File: src/rtl/usb_gint_pkg.sv
package usb_gint_pkg;

    // Word index of each register (byte address bits above the word offset)
    localparam int unsigned IDX_STATUS = 0;
    localparam int unsigned IDX_ENABLE = 1;
    localparam int unsigned IDX_PRIO   = 2;
    localparam int unsigned IDX_DROP   = 3;
    localparam int unsigned IDX_RAISE  = 4;

    // Source positions, shared by every register
    localparam int unsigned SRC_BUS_RESET = 0;
    localparam int unsigned SRC_SOF       = 1;
    localparam int unsigned SRC_PSEUDO_SOF = 2;
    localparam int unsigned SRC_SUSPEND   = 3;
    localparam int unsigned SRC_RESUME    = 4;
    localparam int unsigned SRC_HS_STAT   = 5;
    localparam int unsigned SRC_DMA_CHG   = 6;
    localparam int unsigned SRC_EP0_SETUP = 7;

    typedef enum logic [2:0] {
        SEL_STATUS,
        SEL_ENABLE,
        SEL_PRIO,
        SEL_DROP,
        SEL_RAISE,
        SEL_NONE
    } reg_sel_e;

endpackage

File: src/rtl/usb_gint_decode.sv
module usb_gint_decode
    import usb_gint_pkg::*;
#(
    parameter int unsigned NUM_SRC = 8,
    parameter int unsigned DATA_W  = 32,
    parameter int unsigned ADDR_W  = 5
) (
    input  logic                 wr_en,
    input  logic [ADDR_W-1:0]    addr,
    input  logic [DATA_W-1:0]    wdata,
    input  logic [NUM_SRC-1:0]   pend,
    input  logic [NUM_SRC-1:0]   en,
    input  logic [NUM_SRC-1:0]   prio,
    output logic [NUM_SRC-1:0]   drop_mask,
    output logic [NUM_SRC-1:0]   raise_mask,
    output logic                 en_we,
    output logic                 prio_we,
    output logic [NUM_SRC-1:0]   wr_val,
    output logic [DATA_W-1:0]    rdata
);
    localparam int unsigned WORD_LSB = 2;
    localparam int unsigned SEL_W    = ADDR_W - WORD_LSB;

    logic [SEL_W-1:0] word_idx;
    reg_sel_e         sel;
    logic             unused_bits;

    assign word_idx    = addr[ADDR_W-1:WORD_LSB];
    assign wr_val      = wdata[NUM_SRC-1:0];
    assign unused_bits = ^{wdata[DATA_W-1:NUM_SRC], addr[WORD_LSB-1:0]};

    always_comb begin
        if (word_idx == SEL_W'(IDX_STATUS))      sel = SEL_STATUS;
        else if (word_idx == SEL_W'(IDX_ENABLE)) sel = SEL_ENABLE;
        else if (word_idx == SEL_W'(IDX_PRIO))   sel = SEL_PRIO;
        else if (word_idx == SEL_W'(IDX_DROP))   sel = SEL_DROP;
        else if (word_idx == SEL_W'(IDX_RAISE))  sel = SEL_RAISE;
        else                                     sel = SEL_NONE;
    end

    always_comb begin
        drop_mask  = '0;
        raise_mask = '0;
        en_we      = 1'b0;
        prio_we    = 1'b0;
        if (wr_en) begin
            unique case (sel)
                SEL_DROP:   drop_mask  = wr_val;
                SEL_RAISE:  raise_mask = wr_val;
                SEL_ENABLE: en_we      = 1'b1;
                SEL_PRIO:   prio_we    = 1'b1;
                default: ;
            endcase
        end
    end

    always_comb begin
        rdata = '0;
        unique case (sel)
            SEL_STATUS: rdata[NUM_SRC-1:0] = pend;
            SEL_ENABLE: rdata[NUM_SRC-1:0] = en;
            SEL_PRIO:   rdata[NUM_SRC-1:0] = prio;
            default: ;
        endcase
    end

endmodule

File: src/rtl/usb_gint_cfg.sv
module usb_gint_cfg #(
    parameter int unsigned NUM_SRC = 8
) (
    input  logic               clk,
    input  logic               rst_n,
    input  logic               en_we,
    input  logic               prio_we,
    input  logic [NUM_SRC-1:0] wr_val,
    output logic [NUM_SRC-1:0] en,
    output logic [NUM_SRC-1:0] prio
);
    typedef struct packed {
        logic [NUM_SRC-1:0] en;
        logic [NUM_SRC-1:0] prio;
    } cfg_t;

    cfg_t cfg_d, cfg_q;

    always_comb begin
        cfg_d = cfg_q;
        if (en_we)   cfg_d.en   = wr_val;
        if (prio_we) cfg_d.prio = wr_val;
    end

    always_ff @(posedge clk or negedge rst_n) begin
        if (!rst_n) cfg_q <= '0;
        else        cfg_q <= cfg_d;
    end

    assign en   = cfg_q.en;
    assign prio = cfg_q.prio;

endmodule

File: src/rtl/usb_gint_pend.sv
module usb_gint_pend #(
    parameter int unsigned NUM_SRC = 8
) (
    input  logic               clk,
    input  logic               rst_n,
    input  logic [NUM_SRC-1:0] hw_evt,
    input  logic [NUM_SRC-1:0] drop_mask,
    input  logic [NUM_SRC-1:0] raise_mask,
    output logic [NUM_SRC-1:0] pend
);
    for (genvar i = 0; i < NUM_SRC; i++) begin : g_src
        logic bit_d, bit_q;

        // A setting cause always beats a drop in the same cycle
        always_comb begin
            bit_d = bit_q;
            if (drop_mask[i])                 bit_d = 1'b0;
            if (hw_evt[i] || raise_mask[i])   bit_d = 1'b1;
        end

        always_ff @(posedge clk or negedge rst_n) begin
            if (!rst_n) bit_q <= 1'b0;
            else        bit_q <= bit_d;
        end

        assign pend[i] = bit_q;
    end

endmodule

File: src/rtl/usb_gint_route.sv
module usb_gint_route #(
    parameter int unsigned NUM_SRC = 8
) (
    input  logic               clk,
    input  logic               rst_n,
    input  logic [NUM_SRC-1:0] pend,
    input  logic [NUM_SRC-1:0] en,
    input  logic [NUM_SRC-1:0] prio,
    output logic               irq_lo,
    output logic               irq_hi
);
    typedef struct packed {
        logic lo;
        logic hi;
    } line_t;

    line_t line_d, line_q;
    logic [NUM_SRC-1:0] live;

    always_comb begin
        live      = pend & en;
        line_d.lo = |(live & ~prio);
        line_d.hi = |(live & prio);
    end

    always_ff @(posedge clk or negedge rst_n) begin
        if (!rst_n) line_q <= '0;
        else        line_q <= line_d;
    end

    assign irq_lo = line_q.lo;
    assign irq_hi = line_q.hi;

endmodule

File: src/rtl/usb_gint_ctrl.sv
module usb_gint_ctrl #(
    parameter int unsigned NUM_SRC = 8,
    parameter int unsigned DATA_W  = 32,
    parameter int unsigned ADDR_W  = 5
) (
    input  logic               clk,
    input  logic               rst_n,
    input  logic [NUM_SRC-1:0] hw_evt,
    input  logic               reg_wr_en,
    input  logic [ADDR_W-1:0]  reg_addr,
    input  logic [DATA_W-1:0]  reg_wdata,
    output logic [DATA_W-1:0]  reg_rdata,
    output logic               irq_lo,
    output logic               irq_hi
);
    logic [NUM_SRC-1:0] pend_q;
    logic [NUM_SRC-1:0] en_q;
    logic [NUM_SRC-1:0] prio_q;
    logic [NUM_SRC-1:0] drop_mask;
    logic [NUM_SRC-1:0] raise_mask;
    logic [NUM_SRC-1:0] wr_val;
    logic               en_we;
    logic               prio_we;

    usb_gint_decode #(
        .NUM_SRC (NUM_SRC),
        .DATA_W  (DATA_W),
        .ADDR_W  (ADDR_W)
    ) decode_i (
        .wr_en      (reg_wr_en),
        .addr       (reg_addr),
        .wdata      (reg_wdata),
        .pend       (pend_q),
        .en         (en_q),
        .prio       (prio_q),
        .drop_mask  (drop_mask),
        .raise_mask (raise_mask),
        .en_we      (en_we),
        .prio_we    (prio_we),
        .wr_val     (wr_val),
        .rdata      (reg_rdata)
    );

    usb_gint_cfg #(
        .NUM_SRC (NUM_SRC)
    ) cfg_i (
        .clk     (clk),
        .rst_n   (rst_n),
        .en_we   (en_we),
        .prio_we (prio_we),
        .wr_val  (wr_val),
        .en      (en_q),
        .prio    (prio_q)
    );

    usb_gint_pend #(
        .NUM_SRC (NUM_SRC)
    ) pend_i (
        .clk        (clk),
        .rst_n      (rst_n),
        .hw_evt     (hw_evt),
        .drop_mask  (drop_mask),
        .raise_mask (raise_mask),
        .pend       (pend_q)
    );

    usb_gint_route #(
        .NUM_SRC (NUM_SRC)
    ) route_i (
        .clk    (clk),
        .rst_n  (rst_n),
        .pend   (pend_q),
        .en     (en_q),
        .prio   (prio_q),
        .irq_lo (irq_lo),
        .irq_hi (irq_hi)
    );

endmodule

File: config.mk
export PLATFORM = sky130hd
export DESIGN_NAME = usb_gint_ctrl
export DESIGN_NICKNAME = d
export VERILOG_FILES = /design/src/rtl/usb_gint_pkg.sv /design/src/rtl/usb_gint_decode.sv /design/src/rtl/usb_gint_cfg.sv /design/src/rtl/usb_gint_pend.sv /design/src/rtl/usb_gint_route.sv /design/src/rtl/usb_gint_ctrl.sv
export SDC_FILE = /design/constraint.sdc
export NUM_CORES = 1
export LEC_CHECK = 0
export ABC_CLOCK_PERIOD_IN_PS = 1200
export BUFFER_PORTS_ARGS = -buffer_cell sky130_fd_sc_hd__buf_4
export CAP_MARGIN = 0
export CORE_UTILIZATION = 43
export DETAILED_ROUTE_END_ITERATION = 10
export GPL_ROUTABILITY_DRIVEN = 0
export HOLD_SLACK_MARGIN = 0.12
export PLACE_DENSITY = 0.77
export SYNTH_ARGS = -nofsm -noshare
export SYNTH_HDL_FRONTEND = slang
export SYNTH_HIERARCHICAL = 1
export SYNTH_SLANG_ARGS = --single-unit
export TNS_END_PERCENT = 5
File: constraint.sdc
create_clock -name clk -period 1.2 [get_ports clk]
set_input_delay 0.36 -clock clk [delete_from_list [all_inputs] [get_ports clk]]
set_output_delay 0.36 -clock clk [all_outputs]
set_load 0.005 [all_outputs]
# ---- Yosys cells after proc, flatten, opt, wreduce, memory -nomap -nowiden
# Index checks and enable logic that the tools add are counted.
dict set report totals {
  register_bits 26
  latchBits 0
  ram_bits 0
  mem_bits_ro 0
  inputBits 48
  out_inout_bits 34
  word_cells 74
  memories 0
}
dict set report classes {
  add_sub_neg 0
  n_mul 0
  div_mod_pow 0
  magnitude_cmp 0
  eq_ne 8
  shift 0
  n_mux 30
  n_bitwise 4
  reduce_logical 20
}
# operator n
set op_table {}
lappend op_table {{8-bit 2-to-1 mux} 4}
lappend op_table {{8-bit AND} 3}
lappend op_table {{8-bit case mux with 3 select lines} 1}
lappend op_table {{1-bit 2-to-1 mux} 21}
lappend op_table {{2-bit nonzero test} 8}
lappend op_table {{8-bit OR reduction} 2}
lappend op_table {{3-bit by 2-bit equality test with 1-bit output (second input constant)} 4}
lappend op_table {{3-bit 2-to-1 mux} 4}
lappend op_table {{1-bit logical OR} 8}
lappend op_table {{8-bit NOT} 1}
lappend op_table {{3-bit by 1-bit equality test with 1-bit output (second input constant)} 2}
lappend op_table {{3-bit equality test (second input constant)} 2}
lappend op_table {{3-bit logical NOT} 2}

# ---- Logic depth before layout (Yosys ltp)
# Gate-level depths: netlist of run 1.
dict set report depth {
  ltp_word 11
  depth_mapped 5
  ltp_nobuf 4
}

# ---- Hierarchy
# The synthesis of run 1 kept the hierarchy.
# mod instances cells_per_inst area_each_um2 seq_area_each_um2
set modules_own_cells {}
lappend modules_own_cells {usb_gint_cfg 1 34 663.1 400.4}
lappend modules_own_cells {usb_gint_decode 1 91 656.9 0.0}
lappend modules_own_cells {usb_gint_pend 1 40 360.3 200.2}
lappend modules_own_cells {usb_gint_route 1 24 168.9 50.0}

# ---- Least setup slack after synthesis of run 1
# Ideal clock, no wire load.
dict set report synth_path {
  path_type {input port to flip-flop}
  from {input reg_addr[3]}
  to {register cfg_i.cfg_q, in the netlist cfg_i/prio[0]}
  setup_ps 125
  t_arrival_ps 1471
  required_ps 1075
  path_slack_ps -396
  path_stages 5
  path_buffers 3
  path_cell_list {buf_2 -> buf_2 -> nor4bb_1 -> buf_6 -> mux2_4}
}
dict set report synth_via {
  elab_chain_cells 9
  elab_cells_between_ends 13
  cone_classes {5 x eq/ne; 7 x mux; 1 x reduce/logical}
}
# element line
set synth_lines {}
lappend synth_lines {{start, declared} usb_gint_ctrl.sv:10} ;# input logic [ADDR_W-1:0] reg_addr,
lappend synth_lines {{3-bit equality test} usb_gint_decode.sv:37} ;# else if (word_idx == SEL_W'(IDX_RAISE)) sel = SEL_RAISE;
lappend synth_lines {{1-bit 2-to-1 mux} usb_gint_decode.sv:37}
lappend synth_lines {{3-bit 2-to-1 mux} usb_gint_decode.sv:36} ;# else if (word_idx == SEL_W'(IDX_DROP)) sel = SEL_DROP;
lappend synth_lines {{3-bit 2-to-1 mux} usb_gint_decode.sv:35} ;# else if (word_idx == SEL_W'(IDX_PRIO)) sel = SEL_PRIO;
lappend synth_lines {{3-bit 2-to-1 mux} usb_gint_decode.sv:34} ;# else if (word_idx == SEL_W'(IDX_ENABLE)) sel = SEL_ENABLE;
lappend synth_lines {{3-bit 2-to-1 mux *} usb_gint_decode.sv:33} ;# if (word_idx == SEL_W'(IDX_STATUS)) sel = SEL_STATUS;
lappend synth_lines {{3-bit by 2-bit equality test with 1-bit output *} usb_gint_decode.sv:47} ;# unique case (sel)
lappend synth_lines {{1-bit 2-to-1 mux *} usb_gint_decode.sv:47}
lappend synth_lines {{1-bit 2-to-1 mux *} usb_gint_decode.sv:46} ;# if (wr_en) begin
lappend synth_lines {{named net prio_we} usb_gint_ctrl.sv:23} ;# logic prio_we;
lappend synth_lines {{end signal, assigned} usb_gint_cfg.sv:27} ;# else cfg_q <= cfg_d;
lappend synth_lines {{end, declared} usb_gint_cfg.sv:17} ;# cfg_t cfg_d, cfg_q;
# The timed path passes the listed nets; every way through them passes the cells marked *.
# A chain may end at the register's enable or synchronous reset.

# ---- Worst setup path in the final report of run 1
dict set report layout_path {
  from {register pend_i.g_src[5].bit_q}
  to {output reg_rdata[5]}
}
dict set report layout_via {
  elab_chain_cells 1
}
# element line
set layout_lines {}
lappend layout_lines {{start, declared} usb_gint_pend.sv:12} ;# logic bit_d, bit_q;
lappend layout_lines {{start signal, assigned} usb_gint_pend.sv:23} ;# else bit_q <= bit_d;
lappend layout_lines {{8-bit case mux with 3 select lines} usb_gint_decode.sv:59} ;# unique case (sel)
lappend layout_lines {{end, declared} usb_gint_ctrl.sv:12} ;# output logic [DATA_W-1:0] reg_rdata,
# No other way between the ends.

==> impl_metrics.env, run 1 <==
export IMPL_status="finished with violations"
export IMPL_violations="setup timing"
export IMPL_synth_top_area_share_pct=35.2
export IMPL_post_place_ws_ns=-0.432
export IMPL_vias=1367
export IMPL_clock_latency_ns=0.26
export IMPL_synth_seq_cells=26
export IMPL_leakagePower_nw=1.13
export IMPL_internal_power_mw=1.85
export IMPL_worstPathRequired_ns=0.84
export IMPL_synth_top_cell_by_area="dfrtp_1"
export IMPL_crit_path_start="pend_i/g_src[5].bit_q"
export IMPL_drt_iter0_drc=39
export IMPL_first_pass_iters=4
export IMPL_cts_buffers=3
export IMPL_syn_area_um2=1850
export IMPL_wl_per_cell_um=12.7
export IMPL_diodes=0
export IMPL_worst_setup_path_type="reg2out"
export IMPL_power_frac_seq_pct=44.5
export IMPL_syn_to_final_growth_pct=24.4
export IMPL_antenna_left=0
export IMPL_num_rows=23
export IMPL_swShare_pct=27.7
export IMPL_synthTopCellsByArea="dfrtp_1 (35%), buf_4 (16%), mux2_4 (13%), a211oi_1 (6.5%), and2_1 (5.4%)"
export IMPL_start_kind="flop"
export IMPL_synthTopCellsByCount="buf_4 (40), dfrtp_1 (26), a211oi_1 (16), and2_1 (16), mux2_4 (16)"
export IMPL_peakVddDrop_mv=0.428
export IMPL_nFillCells=330
export IMPL_drcViolationCount=0
export IMPL_final_hold_viol_count=0
export IMPL_avgSynthCellArea_um2=9.78
export IMPL_grt_remaining_overflow=0
export IMPL_fin_crit_ns=1.56
export IMPL_grt_antenna_before_repair=0
export IMPL_clock_path_buffers=2
export IMPL_crit_path_end_kind="primary output"
export IMPL_portBuffers=31
export IMPL_switchingPower_mw=0.708
export IMPL_powerDensity_nw_per_um2=1110
export IMPL_setup_viol=9
export IMPL_worst_slack_ns=-0.356
export IMPL_synth_seq_area_share_pct=35.2
export IMPL_clockPowerShare_pct=21.6
export IMPL_die_area_um2=4570
export IMPL_clock_sinks=26
export IMPL_final_nets=284
export IMPL_h_tree_depth=1
export IMPL_r2r_start="pend_i/g_src[7].bit_q"
export IMPL_grt_usage_pct=16.9
export IMPL_die_h_um=67.6
export IMPL_grt_max_degree=27
export IMPL_synth_edf_count=0
export IMPL_worst_clock_skew_ns=0.000906
export IMPL_p_comb_share_pct=33.8
export IMPL_postSynth_asyncResetShare_pct=100
export IMPL_finalCritPeriodShare_pct=130
export IMPL_grt_pass1_wl_um=5730
export IMPL_via_per_inst=4.80
export IMPL_holdWs_ns=0.287
export IMPL_drv_slew=0
export IMPL_ys_flop_type="dfrtp_1"
export IMPL_synth_cells=189
export IMPL_rsz0062_at_grt="yes"
export IMPL_fp_dieW_um=67.6
export IMPL_grt_pass1_vias=1351
export IMPL_final_layout_size_suffix_gt1_share_pct=43.8
export IMPL_min_path_type="in2reg"
export IMPL_synth_most_common_cell="buf_4"
export IMPL_cts_tree="yes"
export IMPL_critPathMaxFanout=2
export IMPL_fmax_mhz=643
export IMPL_clock_root_buffer="clkbuf_8"
export IMPL_holdCritStartpoint="hw_evt[4]"
export IMPL_cts_clk_slew_worst_paths_ns=0.08
export IMPL_ioPinCount=82
export IMPL_multi_input_area_um2=990
export IMPL_seq_area_um2=651
export IMPL_total_power_mw=2.55
export IMPL_ys_warnings_count=6
export IMPL_ys_types=26
export IMPL_cp_data_arrival_time_ns=1.20
export IMPL_start_util_pct=45.6
export IMPL_routed_wl_um=3630
export IMPL_coreArea_um2=4060
export IMPL_maxCapViolations=0
export IMPL_hpwl_um=2680
==> worst max-delay path, cell delays in order (launching register included) <==
cell and delay, ns:
dfrtp_1 0.39, and2b_1 0.17, a211oi_2 0.18, a211oi_2 0.05
buf_4 0.13
==> what timing repair did <==
item | 4_1_cts | 5_1_grt
hold endpoints to repair | 26 | 0
setup buffers | 2 | 0
endpoints found under the setup margin | 23 | 24
resized for setup | 9 | 8
hold buffers | 1 | 0
pin swaps | 18 | 0
==> final timing paths <==
path	slack, ns	cells after the start	end
setup / recovery	-0.36	4	reg_rdata[5]
hold / removal	0.29	3	pend_i/g_src[4].bit_q
setup reg to reg	-0.13	4	route_i/irq_lo
hold reg to reg	0.59	1	cfg_i/prio[1]
max in group asynchronous	0.43	2	pend_i/g_src[6].bit_q
min in group asynchronous	0.53	2	pend_i/g_src[1].bit_q
==> power groups by stage <==
stage,Combinational (mW),Clock [mW],Sequential (mW)
after CTS,0.840,0.567,1.13
after detailed placement,0.810,0,1.14
after floorplan,0.515,0,1.14
after global placement,0.793,0,1.13
final,0.864,0.552,1.14
after global routing,0.945,0.605,1.16
==> sequential cells by signal, indices dropped and copies added (netlist names) <==
signal              count
route_i/irq_lo          1
pend_i/g_src.bit_q      8
cfg_i/en                8
cfg_i/prio              8
route_i/irq_hi          1
==> cell usage in the layout (no fill, tap or decap), drive strengths merged <==
| master | count |
|---|---|
| and2 | 16 |
| buf | 65 |
| inv | 8 |
| nor2b | 4 |
| nand2b | 8 |
| and2b | 4 |
| clkbuf | 4 |
| a31oi | 4 |
| or4 | 1 |
| dfrtp | 26 |
| o22ai | 4 |
| conb | 24 |
| nor2 | 8 |
| nor3 | 1 |
| dlygate4sd3 | 1 |
| nor4bb | 1 |
| a211oi | 16 |
| nand2 | 9 |
| nor3b | 1 |
| nand4 | 1 |
| and4bb | 1 |
| o21ai | 8 |
| and3 | 4 |
| mux2 | 16 |
==> stage by stage <==
step           setup TNS [ns]  instances  instance area, um^2  util, %
3_5_place_dp            -9.54        278                 2140     52.7
3_3_place_gp            -9.25        278                 2140     52.7
4_1_cts                 -2.79        285                 2260     55.8
6_report                -2.68        285                 2300     56.7
5_1_grt                 -3.26        285                 2300     56.7
2_1_floorplan           -2.89        212                 1990        -
==> cell type report <==
cell class / count / area share (%)
multi-input cells: 131 / 43.0
flip-flops and latches: 26 / 28.3
repair buffers: 66 / 22.3
well taps: 50 / 2.72
clock buffers: 4 / 2.39
inverters: 8 / 1.31
==> kinds of logic after synthesis <==
kind of cell	Yosys count	synth area share [%]
multiplexers	16	13.0
AND/OR/NAND/NOR	59	19.6
other	1	0.203
buffers and inverters	55	20.7
AO/OA/AOI/OAI	32	11.4
flip-flops	26	35.2
==> layer usage <==
layer	global-route usage, %	up-vias	wire length (um)
met3	2.53	7	118
met2	29.8	36	1840
met5	0	-	0
met4	7.45	0	89
met1	20.1	654	1580
li1	-	670	-
Power figures use the tool's default switching activity.
==> run 2, diff against run 1 <==
--- a/config.mk
+++ b/config.mk
@@ -5,14 +5,14 @@
 export SDC_FILE = /design/constraint.sdc
 export NUM_CORES = 1
 export LEC_CHECK = 0
-export ABC_CLOCK_PERIOD_IN_PS = 1200
+export ABC_CLOCK_PERIOD_IN_PS = 1500
 export BUFFER_PORTS_ARGS = -buffer_cell sky130_fd_sc_hd__buf_4
 export CAP_MARGIN = 0
-export CORE_UTILIZATION = 43
+export CORE_UTILIZATION = 47
 export DETAILED_ROUTE_END_ITERATION = 10
 export GPL_ROUTABILITY_DRIVEN = 0
 export HOLD_SLACK_MARGIN = 0.12
-export PLACE_DENSITY = 0.77
+export PLACE_DENSITY = 0.8
 export SYNTH_ARGS = -nofsm -noshare
 export SYNTH_HDL_FRONTEND = slang
 export SYNTH_HIERARCHICAL = 1
==> constraint.sdc (replaced) <==
create_clock -name clk -period 1.5 [get_ports clk]
set_input_delay 0.45 -clock clk [delete_from_list [all_inputs] [get_ports clk]]
set_output_delay 0.45 -clock clk [all_outputs]
set_load 0.005 [all_outputs]
==> impl_metrics.env, run 2 (synthesis gave the netlist of run 1 again) <==
export IMPL_status="finished with violations"
export IMPL_violations="setup timing"
export IMPL_worstPathRequired_ns=1.05
export IMPL_antenna_left=0
export IMPL_cts_tree="yes"
export IMPL_ioPinCount=82
export IMPL_drt_iter0_drc=41
export IMPL_leakagePower_nw=1.08
export IMPL_final_common_cell="buf_4"
export IMPL_cts_clk_slew_worst_paths_ns=0.08
export IMPL_grt_pass1_wl_um=5510
export IMPL_fin_crit_ns=1.65
export IMPL_min_path_type="in2reg"
export IMPL_vias=1288
export IMPL_holdWs_ns=0.373
export IMPL_first_pass_iters=4
export IMPL_p_comb_share_pct=28.4
export IMPL_grt_usage_pct=17.6
export IMPL_via_per_inst=4.82
export IMPL_place_area_um2=2020
export IMPL_routed_wl_um=3490
export IMPL_worst_clock_skew_ns=0.00159
export IMPL_diodes=0
export IMPL_crit_path_end_kind="primary output"
export IMPL_fin_area_um2=2180
export IMPL_start_kind="flop"
export IMPL_final_layout_size_suffix_gt1_share_pct=40.2
export IMPL_grt_max_degree=27
export IMPL_holdPathEnd="pend_i/g_src[0].bit_q"
export IMPL_final_nets=268
export IMPL_fin_cells=267
export IMPL_rsz0062_at_grt="yes"
export IMPL_internal_power_mw=1.38
export IMPL_coreArea_um2=3720
export IMPL_mostFrequentLayoutCells="buf_4 (47), dfrtp_1 (26), conb_1 (24)"
export IMPL_peakVddDrop_mv=0.367
export IMPL_grt_antenna_before_repair=0
export IMPL_syn_to_final_growth_pct=18.1
export IMPL_r2r_cells=5
export IMPL_r2r_end="route_i/irq_lo"
export IMPL_hpwl_um=2490
export IMPL_clock_sinks=26
export IMPL_clockPowerShare_pct=23.0
export IMPL_setup_viol=8
export IMPL_dp_cells=261
export IMPL_drcViolationCount=0
export IMPL_clock_root_buffer="clkbuf_8"
export IMPL_clock_path_buffers=2
export IMPL_min_path_cells=3
export IMPL_grt_pass1_vias=1192
export IMPL_cp_data_arrival_time_ns=1.20
export IMPL_holdCritStartpoint="hw_evt[0]"
export IMPL_h_tree_depth=1
export IMPL_portBuffers=31
export IMPL_total_power_mw=1.93
export IMPL_start_util_pct=49.8
export IMPL_r2r_start="pend_i/g_src[1].bit_q"
export IMPL_power_frac_seq_pct=48.5
export IMPL_powerDensity_nw_per_um2=884
export IMPL_swShare_pct=28.4
export IMPL_die_h_um=64.7
export IMPL_maxCapViolations=0
export IMPL_clock_latency_ns=0.27
export IMPL_nFillCells=336
export IMPL_worst_slack_ns=-0.153
export IMPL_grt_remaining_overflow=0
export IMPL_fmax_mhz=605
export IMPL_switchingPower_mw=0.548
export IMPL_worst_setup_path_type="reg2out"
export IMPL_final_hold_viol_count=0
export IMPL_tns_ns=-1.04
export IMPL_fp_dieW_um=64.7
export IMPL_finalCritPeriodShare_pct=110
export IMPL_critPathMaxFanout=2
export IMPL_r2r_setup_slack_ns=0.12
export IMPL_drv_slew=0
export IMPL_num_rows=22
export IMPL_wl_per_cell_um=13.1
export IMPL_cts_buffers=3
export IMPL_die_area_um2=4190
[run 2: cell count changes in the layout (fill, tap and decap cells not counted), moves of 2 or more]
cell and change:
buf_4 -15, a31oi_2 -2, a31oi_1 +2, nor2b_1 -2
[run 2: worst max-delay path by stage]
stage / startpoint / end / slack, ns / cells after the start
finish: pend_i/g_src[5].bit_q / reg_rdata[5] / -0.15 / 4
global route: pend_i/g_src[5].bit_q / reg_rdata[5] / -0.22 / 4
CTS: pend_i/g_src[0].bit_q / reg_rdata[0] / -0.15 / 4
detailed placement: reg_addr[2] / reg_rdata[5] / -0.33 / 5
global placement: reg_addr[2] / reg_rdata[5] / -0.33 / 5
floorplan: reg_addr[4] / cfg_i/prio[0] / -0.01 / 4
[run 2: power by group through the flow]
stage / clock, mW / sequential, mW / combinational, mW
2_1_floorplan: 0 / 0.910 / 0.406
3_3_place_gp: 0 / 0.931 / 0.499
3_5_place_dp: 0 / 0.936 / 0.512
4_1_cts: 0.459 / 0.932 / 0.541
5_1_grt: 0.490 / 0.954 / 0.604
6_report: 0.445 / 0.937 / 0.549
[run 2: critical path: stages, from the launching register on]
cell,delay [ns]
dfrtp_1,0.39
and2b_1,0.17
a211oi_2,0.16
a211oi_2,0.07
buf_4,0.15
[run 2: stage by stage]
stage | util, % | worst slack [ns]
6_report | 58.8 | -0.153
5_1_grt | 58.8 | -0.222
4_1_cts | 58.2 | -0.154
3_5_place_dp | 54.4 | -0.327
3_3_place_gp | 54.4 | -0.326
2_1_floorplan | - | -0.0123
[run 2: final cells by class]
cell class	instances	area, um^2	share of cell area [%]
timing repair buffer	50	394	18.0
sequential	26	651	29.8
clock buffer	4	55.1	2.52
inverter	8	30.0	1.37
tap	48	60.1	2.75
multi-input combinational	131	995	45.5
[run 2: timing repair]
item | in CTS | in global routing
pin swaps | 16 | 2
endpoints found under the setup margin | 8 | 8
gates resized for setup | 14 | 5
hold endpoints to repair | 26 | 0
hold buffers | 1 | 0
buffers inserted | 1 | 0
[run 2: metal layers]
| metal | part of all wire [%] | vias up | GRT usage, % |
|---|---|---|---|
| li1 | - | 641 | - |
| met1 | 47 | 613 | 23.7 |
| met2 | 49 | 30 | 28.3 |
| met3 | 2.6 | 4 | 2.46 |
| met4 | 1.2 | 0 | 7.22 |
| met5 | 0 | - | 0 |
==> run 3, diff against run 2 <==
--- a/config.mk
+++ b/config.mk
@@ -5,14 +5,16 @@
 export SDC_FILE = /design/constraint.sdc
 export NUM_CORES = 1
 export LEC_CHECK = 0
+export ABC_AREA = 1
 export ABC_CLOCK_PERIOD_IN_PS = 1500
 export BUFFER_PORTS_ARGS = -buffer_cell sky130_fd_sc_hd__buf_4
 export CAP_MARGIN = 0
-export CORE_UTILIZATION = 47
+export CORE_UTILIZATION = 48
+export CTS_BUF_LIST = sky130_fd_sc_hd__clkbuf_16
 export DETAILED_ROUTE_END_ITERATION = 10
 export GPL_ROUTABILITY_DRIVEN = 0
 export HOLD_SLACK_MARGIN = 0.12
-export PLACE_DENSITY = 0.8
+export PLACE_DENSITY = 0.81
 export SYNTH_ARGS = -nofsm -noshare
 export SYNTH_HDL_FRONTEND = slang
 export SYNTH_HIERARCHICAL = 1
==> impl_metrics.env, run 3 <==
export IMPL_dp_cells=324
export IMPL_synth_edf_count=0
export IMPL_fp_dieW_um=64.7
export IMPL_drv_slew=0
export IMPL_r2r_cells=4
export IMPL_clock_path_buffers=2
export IMPL_ioPinCount=82
export IMPL_synth_seq_cells=26
export IMPL_post_cts_setup_buffer_count=0
export IMPL_worst_slack_ns=-0.134
export IMPL_final_hold_viol_count=0
export IMPL_powerDensity_nw_per_um2=934
export IMPL_num_rows=22
export IMPL_r2r_end="route_i/irq_hi"
export IMPL_setup_viol=8
export IMPL_total_power_mw=1.98
export IMPL_utilization_pct=57.1
export IMPL_final_nets=331
export IMPL_drt_iter0_drc=102
export IMPL_cts_tree="yes"
export IMPL_worst_clock_skew_ns=0.00175
export IMPL_fmax_mhz=612
export IMPL_wl_per_cell_um=12.5
export IMPL_peakVddDrop_mv=0.512
export IMPL_violations="setup timing"
export IMPL_syn_to_final_growth_pct=12.5
export IMPL_diodes=0
export IMPL_synth_most_common_cell="nand2_1"
export IMPL_switchingPower_mw=0.598
export IMPL_cts_buffers=3
export IMPL_synth_seq_area_share_pct=34.5
export IMPL_swShare_pct=30.2
export IMPL_grt_pass1_wl_um=6690
export IMPL_clockPowerShare_pct=30.1
export IMPL_seq_area_um2=651
export IMPL_fin_cells=330
export IMPL_grt_max_degree=27
export IMPL_ys_flop_type="dfrtp_1"
export IMPL_hpwl_um=2840
export IMPL_min_path_type="in2reg"
export IMPL_grt_pass1_vias=1475
export IMPL_holdPathEnd="pend_i/g_src[6].bit_q"
export IMPL_mostFrequentLayoutCells="nand2_1 (76), buf_4 (38), nand3_1 (35)"
export IMPL_finalCritPeriodShare_pct=109
export IMPL_portBuffers=31
export IMPL_clock_sinks=26
export IMPL_die_area_um2=4180
export IMPL_h_tree_depth=1
export IMPL_cts_clk_slew_worst_paths_ns=0.06
export IMPL_vias=1647
export IMPL_internal_power_mw=1.38
export IMPL_syn_area_um2=1890
export IMPL_final_layout_size_suffix_gt1_share_pct=22.7
export IMPL_holdCritStartpoint="hw_evt[6]"
export IMPL_first_pass_iters=4
export IMPL_r2r_setup_slack_ns=0.61
export IMPL_nFillCells=363
export IMPL_post_place_ws_ns=-0.101
export IMPL_multi_input_area_um2=863
export IMPL_maxCapViolations=0
export IMPL_worst_setup_path_type="in2out"
export IMPL_power_frac_seq_pct=45.7
export IMPL_start_util_pct=50.7
export IMPL_drcViolationCount=0
export IMPL_clock_latency_ns=0.26
export IMPL_synthTopCellsByArea="dfrtp_1 (35%), buf_4 (16%), nand2_1 (15%), nand3_1 (9.8%), inv_1 (4.6%)"
export IMPL_ys_warnings_count=6
export IMPL_leakagePower_nw=1.13
export IMPL_critPathMaxFanout=8
export IMPL_fin_crit_ns=1.63
export IMPL_cp_data_arrival_time_ns=1.18
export IMPL_synth_top_cell_by_area="dfrtp_1"
export IMPL_crit_path_end_kind="primary output"
export IMPL_clock_root_buffer="clkbuf_16"
export IMPL_synth_cells=260
export IMPL_die_h_um=64.7
export IMPL_status="finished with violations"
export IMPL_antenna_left=0
export IMPL_min_path_cells=3
export IMPL_grt_remaining_overflow=0
export IMPL_final_common_cell="nand2_1"
export IMPL_postSynth_asyncResetShare_pct=100
export IMPL_coreArea_um2=3720
export IMPL_rsz0062_at_grt="yes"
export IMPL_ys_types=17
export IMPL_grt_antenna_before_repair=0
export IMPL_r2r_start="pend_i/g_src[2].bit_q"
export IMPL_start_kind="primary input"
export IMPL_worstPathRequired_ns=1.05
export IMPL_grt_usage_pct=20.8
export IMPL_synth_top_area_share_pct=34.5
export IMPL_avgSynthCellArea_um2=7.25
export IMPL_via_per_inst=4.99
export IMPL_synthTopCellsByCount="nand2_1 (76), buf_4 (41), nand3_1 (37)"
export IMPL_routed_wl_um=4110
export IMPL_p_comb_share_pct=24.2
run 3: cell count changes in the layout (fill, tap and decap cells not counted), sizes merged, moves of 15 or more:
cell    change
nand2      +67
a211oi     -16
inv        +20
nand3      +41
mux2       -16
and2       -16
nor3       +15
run 3: power by group through the flow:
stage	Combinational [mW]	Sequential, mW	Clock (mW)
CTS	0.469	0.903	0.602
global placement	0.449	0.910	0
finish	0.480	0.905	0.597
detailed placement	0.465	0.916	0
global route	0.545	0.920	0.645
floorplan	0.341	0.894	0
run 3: cells by family (layout without fill, tap and decap cells):
kind of cell	count (synthesis)	after routing	share of synthesized area, %
other	1	24	0.199
and+or+nand+nor	158	158	40.5
DFF	26	26	34.5
buffers and inverters	75	74	24.8
run 3: per-stage QoR:
stage	instance area [um^2]	hold slack (ns)	TNS (ns)
final	2120	0.369	-0.941
after CTS	2090	0.368	-0.675
after detailed placement	1990	0.376	-0.702
after global routing	2120	0.381	-1.31
after floorplan	1970	0.154	0
after global placement	1990	0.372	-0.589
run 3: how the worst max path moves through the flow:
stage,slack [ns],start,endpoint,depth (start not counted)
3_3_place_gp,-0.09,reg_addr[4],reg_rdata[6],6
3_5_place_dp,-0.10,reg_addr[4],reg_rdata[6],6
2_1_floorplan,0.15,reg_addr[4],reg_rdata[7],4
6_report,-0.13,reg_addr[3],reg_rdata[6],6
4_1_cts,-0.10,reg_addr[4],reg_rdata[2],6
5_1_grt,-0.17,reg_addr[3],reg_rdata[0],6
run 3: routing by layer:
metal  vias up  track usage, %  routed length [um]
met1       770            27.2                1740
met4         0            8.61                  96
li1        804               -                   -
met5         -               0                   0
met2        64            34.9                2020
met3         9            2.29                 250
run 3: cell type report:
class | count | area share, %
clock buffer | 3 | 3.54
clock inverter | 1 | 0.177
inverter | 28 | 5.07
multi-input combinational | 182 | 40.7
sequential | 26 | 30.7
tap | 48 | 2.83
timing repair buffer | 42 | 17.0
run 3: timing repair:
action | in CTS | in global routing
resized for setup | 1 | 2
pin swaps | 0 | 2
hold endpoints to repair | 26 | 0
hold buffers | 1 | 0
endpoints found under the setup margin | 8 | 8
cloned | 0 | 1
run 3: critical path, stage by stage:
cell	delay, ns
buf_4	0.12
nor2_4	0.16
clkbuf_16	0.18
nand3_1	0.06
nand3_1	0.10
buf_4	0.11
